===== src/rtl/delayLinePkg.sv =====
package delayLinePkg;

  localparam int STAGE_W    = 4;
  localparam int SEG_STAGES = 1 << STAGE_W;
  localparam int MAX_SEG    = 4;
  localparam int SEG_IDX_W  = $clog2(MAX_SEG);

  // Strobes and selects handed from control to datapath
  typedef struct packed {
    logic                 shiftStb;
    logic                 captureStb;
    logic [SEG_IDX_W-1:0] segIdx;
    logic [STAGE_W-1:0]   stageIdx;
  } lineStrobes_t;

endpackage


===== src/rtl/shiftSegment.sv =====
module shiftSegment
  import delayLinePkg::*;
(
  input  logic               clk,
  input  logic               shiftStb,
  input  logic               dIn,
  input  logic [STAGE_W-1:0] stageIdx,
  output logic               tapBit,
  output logic               lastBit
);

  // No reset: contents change only by shifting
  logic [SEG_STAGES-1:0] stages;

  always_ff @(posedge clk) begin
    if (shiftStb) begin
      stages <= {stages[SEG_STAGES-2:0], dIn};
    end
  end

  assign tapBit  = stages[stageIdx];
  assign lastBit = stages[SEG_STAGES-1];

endmodule


===== src/rtl/delayControl.sv =====
module delayControl
  import delayLinePkg::*;
#(
  parameter int NUM_SEG    = 4,
  parameter bit OUT_REG    = 1'b0,
  parameter bit USE_ENABLE = 1'b1,
  localparam int DEPTH     = NUM_SEG * SEG_STAGES,
  localparam int ADDR_W    = $clog2(DEPTH)
) (
  input  logic              shiftEn,
  input  logic [ADDR_W-1:0] tapAddr,
  output lineStrobes_t      strobes
);

  logic [ADDR_W:0] addrExt;
  logic            outOfRange;
  logic            shiftNow;

  assign addrExt    = {1'b0, tapAddr};
  assign outOfRange = (addrExt >= (ADDR_W + 1)'(DEPTH));

  generate
    if (USE_ENABLE) begin : g_enUsed
      assign shiftNow = shiftEn;
    end else begin : g_enTied
      assign shiftNow = 1'b1;
    end
  endgenerate

  always_comb begin
    strobes.shiftStb   = shiftNow;
    strobes.captureStb = OUT_REG ? shiftNow : 1'b0;
    if (outOfRange) begin
      strobes.segIdx   = SEG_IDX_W'(NUM_SEG - 1);
      strobes.stageIdx = STAGE_W'(SEG_STAGES - 1);
    end else begin
      strobes.segIdx   = SEG_IDX_W'(addrExt >> STAGE_W);
      strobes.stageIdx = addrExt[STAGE_W-1:0];
    end
  end

endmodule


===== src/rtl/delayDatapath.sv =====
module delayDatapath
  import delayLinePkg::*;
#(
  parameter int NUM_SEG = 4,
  parameter bit OUT_REG = 1'b0
) (
  input  logic         clk,
  input  logic         serialIn,
  input  lineStrobes_t strobes,
  output logic         tapOut,
  output logic         cascadeOut
);

  logic [MAX_SEG:0]   chain;
  logic [MAX_SEG-1:0] segTap;
  logic               tapComb;

  assign chain[0] = serialIn;

  generate
    for (genvar i = 0; i < MAX_SEG; i++) begin : g_seg
      if (i < NUM_SEG) begin : g_live
        shiftSegment u_seg (
          .clk      (clk),
          .shiftStb (strobes.shiftStb),
          .dIn      (chain[i]),
          .stageIdx (strobes.stageIdx),
          .tapBit   (segTap[i]),
          .lastBit  (chain[i+1])
        );
      end else begin : g_absent
        assign segTap[i]  = 1'b0;
        assign chain[i+1] = chain[i];
      end
    end
  endgenerate

  assign tapComb    = segTap[strobes.segIdx];
  assign cascadeOut = chain[NUM_SEG];

  generate
    if (OUT_REG) begin : g_outReg
      logic tapQ;
      always_ff @(posedge clk) begin
        if (strobes.captureStb) begin
          tapQ <= tapComb;
        end
      end
      assign tapOut = tapQ;
    end else begin : g_outComb
      assign tapOut = tapComb;
    end
  endgenerate

endmodule


===== src/rtl/delayLine.sv =====
module delayLine
  import delayLinePkg::*;
#(
  parameter int NUM_SEG    = 4,
  parameter bit OUT_REG    = 1'b0,
  parameter bit USE_ENABLE = 1'b1,
  localparam int ADDR_W    = $clog2(NUM_SEG * SEG_STAGES)
) (
  input  logic              clk,
  input  logic              shiftEn,
  input  logic              serialIn,
  input  logic [ADDR_W-1:0] tapAddr,
  output logic              tapOut,
  output logic              cascadeOut
);

  lineStrobes_t strobes;

  delayControl #(
    .NUM_SEG    (NUM_SEG),
    .OUT_REG    (OUT_REG),
    .USE_ENABLE (USE_ENABLE)
  ) u_ctl (
    .shiftEn (shiftEn),
    .tapAddr (tapAddr),
    .strobes (strobes)
  );

  delayDatapath #(
    .NUM_SEG (NUM_SEG),
    .OUT_REG (OUT_REG)
  ) u_dp (
    .clk        (clk),
    .serialIn   (serialIn),
    .strobes    (strobes),
    .tapOut     (tapOut),
    .cascadeOut (cascadeOut)
  );

endmodule


===== config.mk =====
export PLATFORM = sky130hd
export DESIGN_NAME = delayLine
export DESIGN_NICKNAME = d
export VERILOG_FILES = /design/src/rtl/delayLinePkg.sv /design/src/rtl/shiftSegment.sv /design/src/rtl/delayControl.sv /design/src/rtl/delayDatapath.sv /design/src/rtl/delayLine.sv
export SDC_FILE = /design/constraint.sdc
export NUM_CORES = 1
export LEC_CHECK = 0
export ABC_AREA = 1
export BUFFER_PORTS_ARGS = -buffer_cell sky130_fd_sc_hd__clkbuf_2
export CAP_MARGIN = 10
export CORE_UTILIZATION = 50
export DETAILED_ROUTE_END_ITERATION = 16
export GPL_TIMING_DRIVEN = 0
export MAX_ROUTING_LAYER = met4
export PLACE_DENSITY = 0.67
export SYNTH_ARGS = -nofsm -noshare
export SYNTH_HDL_FRONTEND = slang
export SYNTH_SLANG_ARGS = --single-unit

===== constraint.sdc =====
create_clock -name clk -period 1.78 [get_ports clk]
set_clock_uncertainty 0.15 [all_clocks]
set_input_delay 0.356 -clock clk [delete_from_list [all_inputs] [get_ports clk]]
set_output_delay 0.356 -clock clk [all_outputs]
set_load 0.03 [all_outputs]

Word level (Yosys, flattened, before mapping)
Cells that the tools add are included.

Register bits: 64. Latch bits: 0. RAM bits: 0. Memory bits (read-only): 0. Input port bits: 9. Logic and storage cells: 18. Memories: 0.

Add/subtract/negate cells: 0. Multipliers: 0. Div/mod/pow operators: 0. $lt $le $gt $ge: 3. Equality and inequality tests: 0. Shift operators: 0. Multiplexer cells: 11. Bitwise gates (word level): 0. Reductions and logical operators: 0.

Operator list (count): binary-select mux 1 bit (select 4 bit) (4); greater-or-equal comparator 6 x 7 -> 1 bit, second input constant (1); two-way mux 6 bit (1); < comparator 4 x 5 -> 1 bit, second input constant (1); two-way mux 1 bit (5); < comparator 2 x 3 -> 1 bit, second input constant (1); binary-select mux 1 bit (select 2 bit) (1).

Logic depth before layout (Yosys ltp)
Depth in word-level cells: 6. Gate-level depth with buffers: 11. Gate-level depth less buffers: 9.

Hierarchy
From an unflattened synthesis, not the netlist that was laid out.

Cells, all modules: 286. Area, all modules: 2947.8 um^2.

Modules (own cells, without submodules): shiftSegment (times used 4, cells each 66, area an instance 708.2 um^2); delayControl (times used 1, cells each 9, area an instance 63.8 um^2); delayDatapath (times used 1, cells each 13, area an instance 51.3 um^2).

Worst setup path after synthesis
No wires, ideal clock.

Path kind: input port to output port. Start: input tapAddr[0]. End: output tapOut. Data arrival time: 1.260 ns. Required time: 1.274 ns. Setup slack: 0.014 ns. Stages on the path: 11. Cells stage by stage: buf_6 inv_6 buf_6 nand2_1 nand3_1 nand3_1 nand2_1 nand2_1 nand3_1 nand3_1 nand2_1.

Cells in the longest elaborated chain, start to end: 6. Elaborated cells between the ends (all ways): 12. Those cells by class: 1 x order compare; 11 x mux.

RTL lines: from (decl) (line delayLine.sv:12) `input logic [ADDR_W-1:0] tapAddr,`; greater-or-equal comparator 6 x 7 -> 1 bit (line delayControl.sv:20) `assign outOfRange = (addrExt >= (ADDR_W + 1)'(DEPTH));`; two-way mux 6 bit (*) (line delayControl.sv:33) `if (outOfRange) begin`; binary-select mux 1 bit (select 4 bit) (line shiftSegment.sv:21) `assign tapBit = stages[stageIdx];`; two-way mux 1 bit (implied by the code) (line shiftSegment.sv:21); binary-select mux 1 bit (select 2 bit) (*) (line delayDatapath.sv:38) `assign tapComb = segTap[strobes.segIdx];`; two-way mux 1 bit (implied by the code) (*) (line delayDatapath.sv:38); to (decl) (line delayLine.sv:13) `output logic tapOut,`.

Every way passes the cells marked *; elsewhere a longest branch is shown, timed or not. The select of a mux whose other input is x is not followed.

Worst setup path in the final report
Start: register u_dp.g_seg[0].g_live.u_seg.stages[5]. End: output tapOut.

Cells in the longest elaborated chain, start to end: 4.

RTL lines: from (decl) (line shiftSegment.sv:13) `logic [SEG_STAGES-1:0] stages;`; from (signal assigned) (line shiftSegment.sv:17) `stages <= {stages[SEG_STAGES-2:0], dIn};`; binary-select mux 1 bit (select 4 bit) (line shiftSegment.sv:21); two-way mux 1 bit (implied by the code) (line shiftSegment.sv:21); binary-select mux 1 bit (select 2 bit) (line delayDatapath.sv:38); two-way mux 1 bit (implied by the code) (line delayDatapath.sv:38).

No other way between the ends. The select of a mux whose other input is x is not followed.

==> metrics.txt <==
RSZ-0062 raised after global routing=yes; Synth Area per Inst=12.2 um^2; Root Buffer=clkbuf_8; crit-path most repeated cell=nand3_2; maximum clock frequency=0.502 GHz; placed insts=293; largest net degree at the start of global routing=65; post-synthesis sequential area ratio=0.732; CP required=between 1 and 1.5 ns; TritonCTS clock tree=done; worst hold stages=1; Comb pwr share=0.086; Cell variety after synth=9; Maximum Capacitance Violations=0; Worst-Margin Slew=0.857 ns; FF+latch count, synth=64; Worst path max stage delay=0.40 ns; Mapped Nets=roughly 230; PD cells=around 1000 nW/um^2; r2r endpoint=u_dp.g_seg[0].g_live.u_seg.stages[11]; Post-Syn Instances=around 220; maximum vdd ir drop=between 0.0007 and 0.0008 V; # fillers=~420; Total Neg Setup Slack=-0.213 ns; # nets final=260; DPL Wire Length=around 2800 um; Final min period=1.99 ns; Num CTS Buffers=9; vias in the first global route=about 1.6k; Min-Delay Path Class=in -> reg; P_sw=about 740 uW; CTS sink count=64; Ports=11; R2R Setup Slk=~0.72 ns; Hold Path End=u_dp.g_seg[0].g_live.u_seg.stages[0]; Ant. Diodes=0; Post-Place Setup Slack=-0.251 ns; R2R cell count=2; H-tree levels=3; Remaining Overflow, GRT=0; status=finished, violations left; routed vias=1685; Reg clk slew, reported paths=about 0.07 ns; Startpoint Class=register; die area=about 5500 um^2; post-synthesis cell area=roughly 2600 um^2; final worst path period share=1.12; final WL=roughly 5200 um; WS Path Type=reg -> out; commonest non-fill, non-tap cell in the layout=nand2_1; Finished Core Util=0.613; failing checks=setup timing; initial core utilization=0.518; CP max stage cell=edfxtp_1; Avg Vias per Cell=between 5 and 6; CTS Buffer Depth=2; switching share of power=0.229; most flop-heavy register=u_dp.g_seg.g_live.u_seg.stages; initial antenna violation count=0; max-slew violation count=0; Core Footprint=a little over 5000 um^2; HP Start=serialIn; part of the power in registers=0.556; max reg flops=64; Layout area overhead=18.4%; worst skew pair latency=between 0.3 and 0.4 ns; Die Width=around 74 um; critical path arrival=between 1 and 1.5 ns; Leak=~0.0012 uW; setup violators final=1; Layout Cells excl Fill=~330; Placed Area=between 2000 and 3000 um^2; final worst slack=-0.213 ns; r2r startpoint=u_dp.g_seg[0].g_live.u_seg.stages[10]; CP Max Fanout=2; Placer Congestion=approximately 0.79; Largest regs=u_dp.g_seg.g_live.u_seg.stages (64); layout cells sized above 1=0.227; first-pass GRT wire length=roughly 8200 um; final instance area=3110 um^2; Yosys warning count=0; Routed WL per cell=approximately 16 um; row cnt=26; clock network fraction of total power=0.358; Die H=around 74 um; Int Pwr=between 2000 and 2500 uW; IO Port Bufs=7; First DRT Iteration DRCs=159; Max-slew headroom=0.429; CP cell instances=nand2_1, nand3_2, nand3_2, nand2_2, nand2_1, nand3_2, nand3_2, nand2_2, buf_8; most frequent cells in the layout=78 x nand2_1, 64 x edfxtp_1, 48 x nand3_1, 21 x buf_4, 9 x clkbuf_8; final routed DRC violation total=0; Global Route Usage Sum=0.223; Final ANT Viol Nets=0; Detailed Routing Iterations Pass 1=4; CP endpoint kind=output pin; final hold violation count=0
[power groups by stage]
stage          sequential [uW]  combinational, uW  clock, uW
2_1_floorplan             1820                146          0
3_3_place_gp              1830                225          0
4_1_cts                   1800                262       1170
6_report                  1800                279       1160
5_1_grt                   1810                306       1250
3_5_place_dp              1830                228          0
[cell usage after synthesis]
| cell type | n | area (um^2) |
|---|---|---|
| inv_4 | 1 | 6.26 |
| inv_1 | 4 | 15.0 |
| buf_2 | 2 | 10.0 |
| buf_4 | 3 | 22.5 |
| edfxtp_1 | 64 | 1920 |
| nand3_1 | 54 | 270 |
| buf_6 | 6 | 67.6 |
| nand2_1 | 81 | 304 |
| inv_6 | 1 | 8.76 |
[cell families (layout without fill, tap and decap cells)]
logic type	Yosys count	after routing	share of synthesized area
buf+inv	17	57	0.0495
flops	64	64	0.732
simple gates	135	135	0.219
[metrics by stage]
step	hold slack, ns	power [uW]
detailed placement	0.284	2060
global route	0.0189	3360
floorplan	0.276	1960
global placement	0.279	2060
CTS	0.0324	3230
finish	0.0413	3240
[routing by layer]
| layer | routed length (um) | track usage | vias up |
|---|---|---|---|
| li1 | - | - | 826 |
| met1 | 2480 | 0.299 | 815 |
| met5 | 0 | - | - |
| met4 | 115 | 0.113 | 0 |
| met2 | 2400 | 0.298 | 33 |
| met3 | 237 | 0.0799 | 11 |
[timing repair]
item | in CTS | in global routing
hold buffers | 0 | 0
resized for setup | 4 | 10
setup endpoints to repair | 1 | 1
setup buffers | 15 | 2
pin swaps | 32 | 9
[cell type report]
type | instances | area [um^2] | area share
Sequential cell | 64 | 1920 | 0.618
Buffer | 11 | 103 | 0.0330
Multi-Input combinational cell | 135 | 612 | 0.197
Timing Repair Buffer | 24 | 175 | 0.0563
Tap cell | 70 | 87.6 | 0.0282
Clock inverter | 6 | 50.0 | 0.0161
Clock buffer | 10 | 128 | 0.0410
Inverter | 6 | 33.8 | 0.0109
[critical path: cells and delay by family (launching register included)]
kind,cells,cell delay (ns)
DFF,1,0.40
buffers and inverters,1,0.13
and+or+nand+nor,8,0.62
[worst max path at each step]
stage | startpoint | endpoint | slack [ns]
floorplan | tapAddr[0] | tapOut | 0.01
global placement | shiftEn | u_dp.g_seg[3].g_live.u_seg.stages[15] | -0.27
detailed placement | tapAddr[2] | tapOut | -0.25
CTS | u_dp.g_seg[0].g_live.u_seg.stages[4] | tapOut | -0.19
global route | u_dp.g_seg[0].g_live.u_seg.stages[6] | tapOut | -0.31
finish | u_dp.g_seg[0].g_live.u_seg.stages[5] | tapOut | -0.21
(Power assumes the default switching activity.)
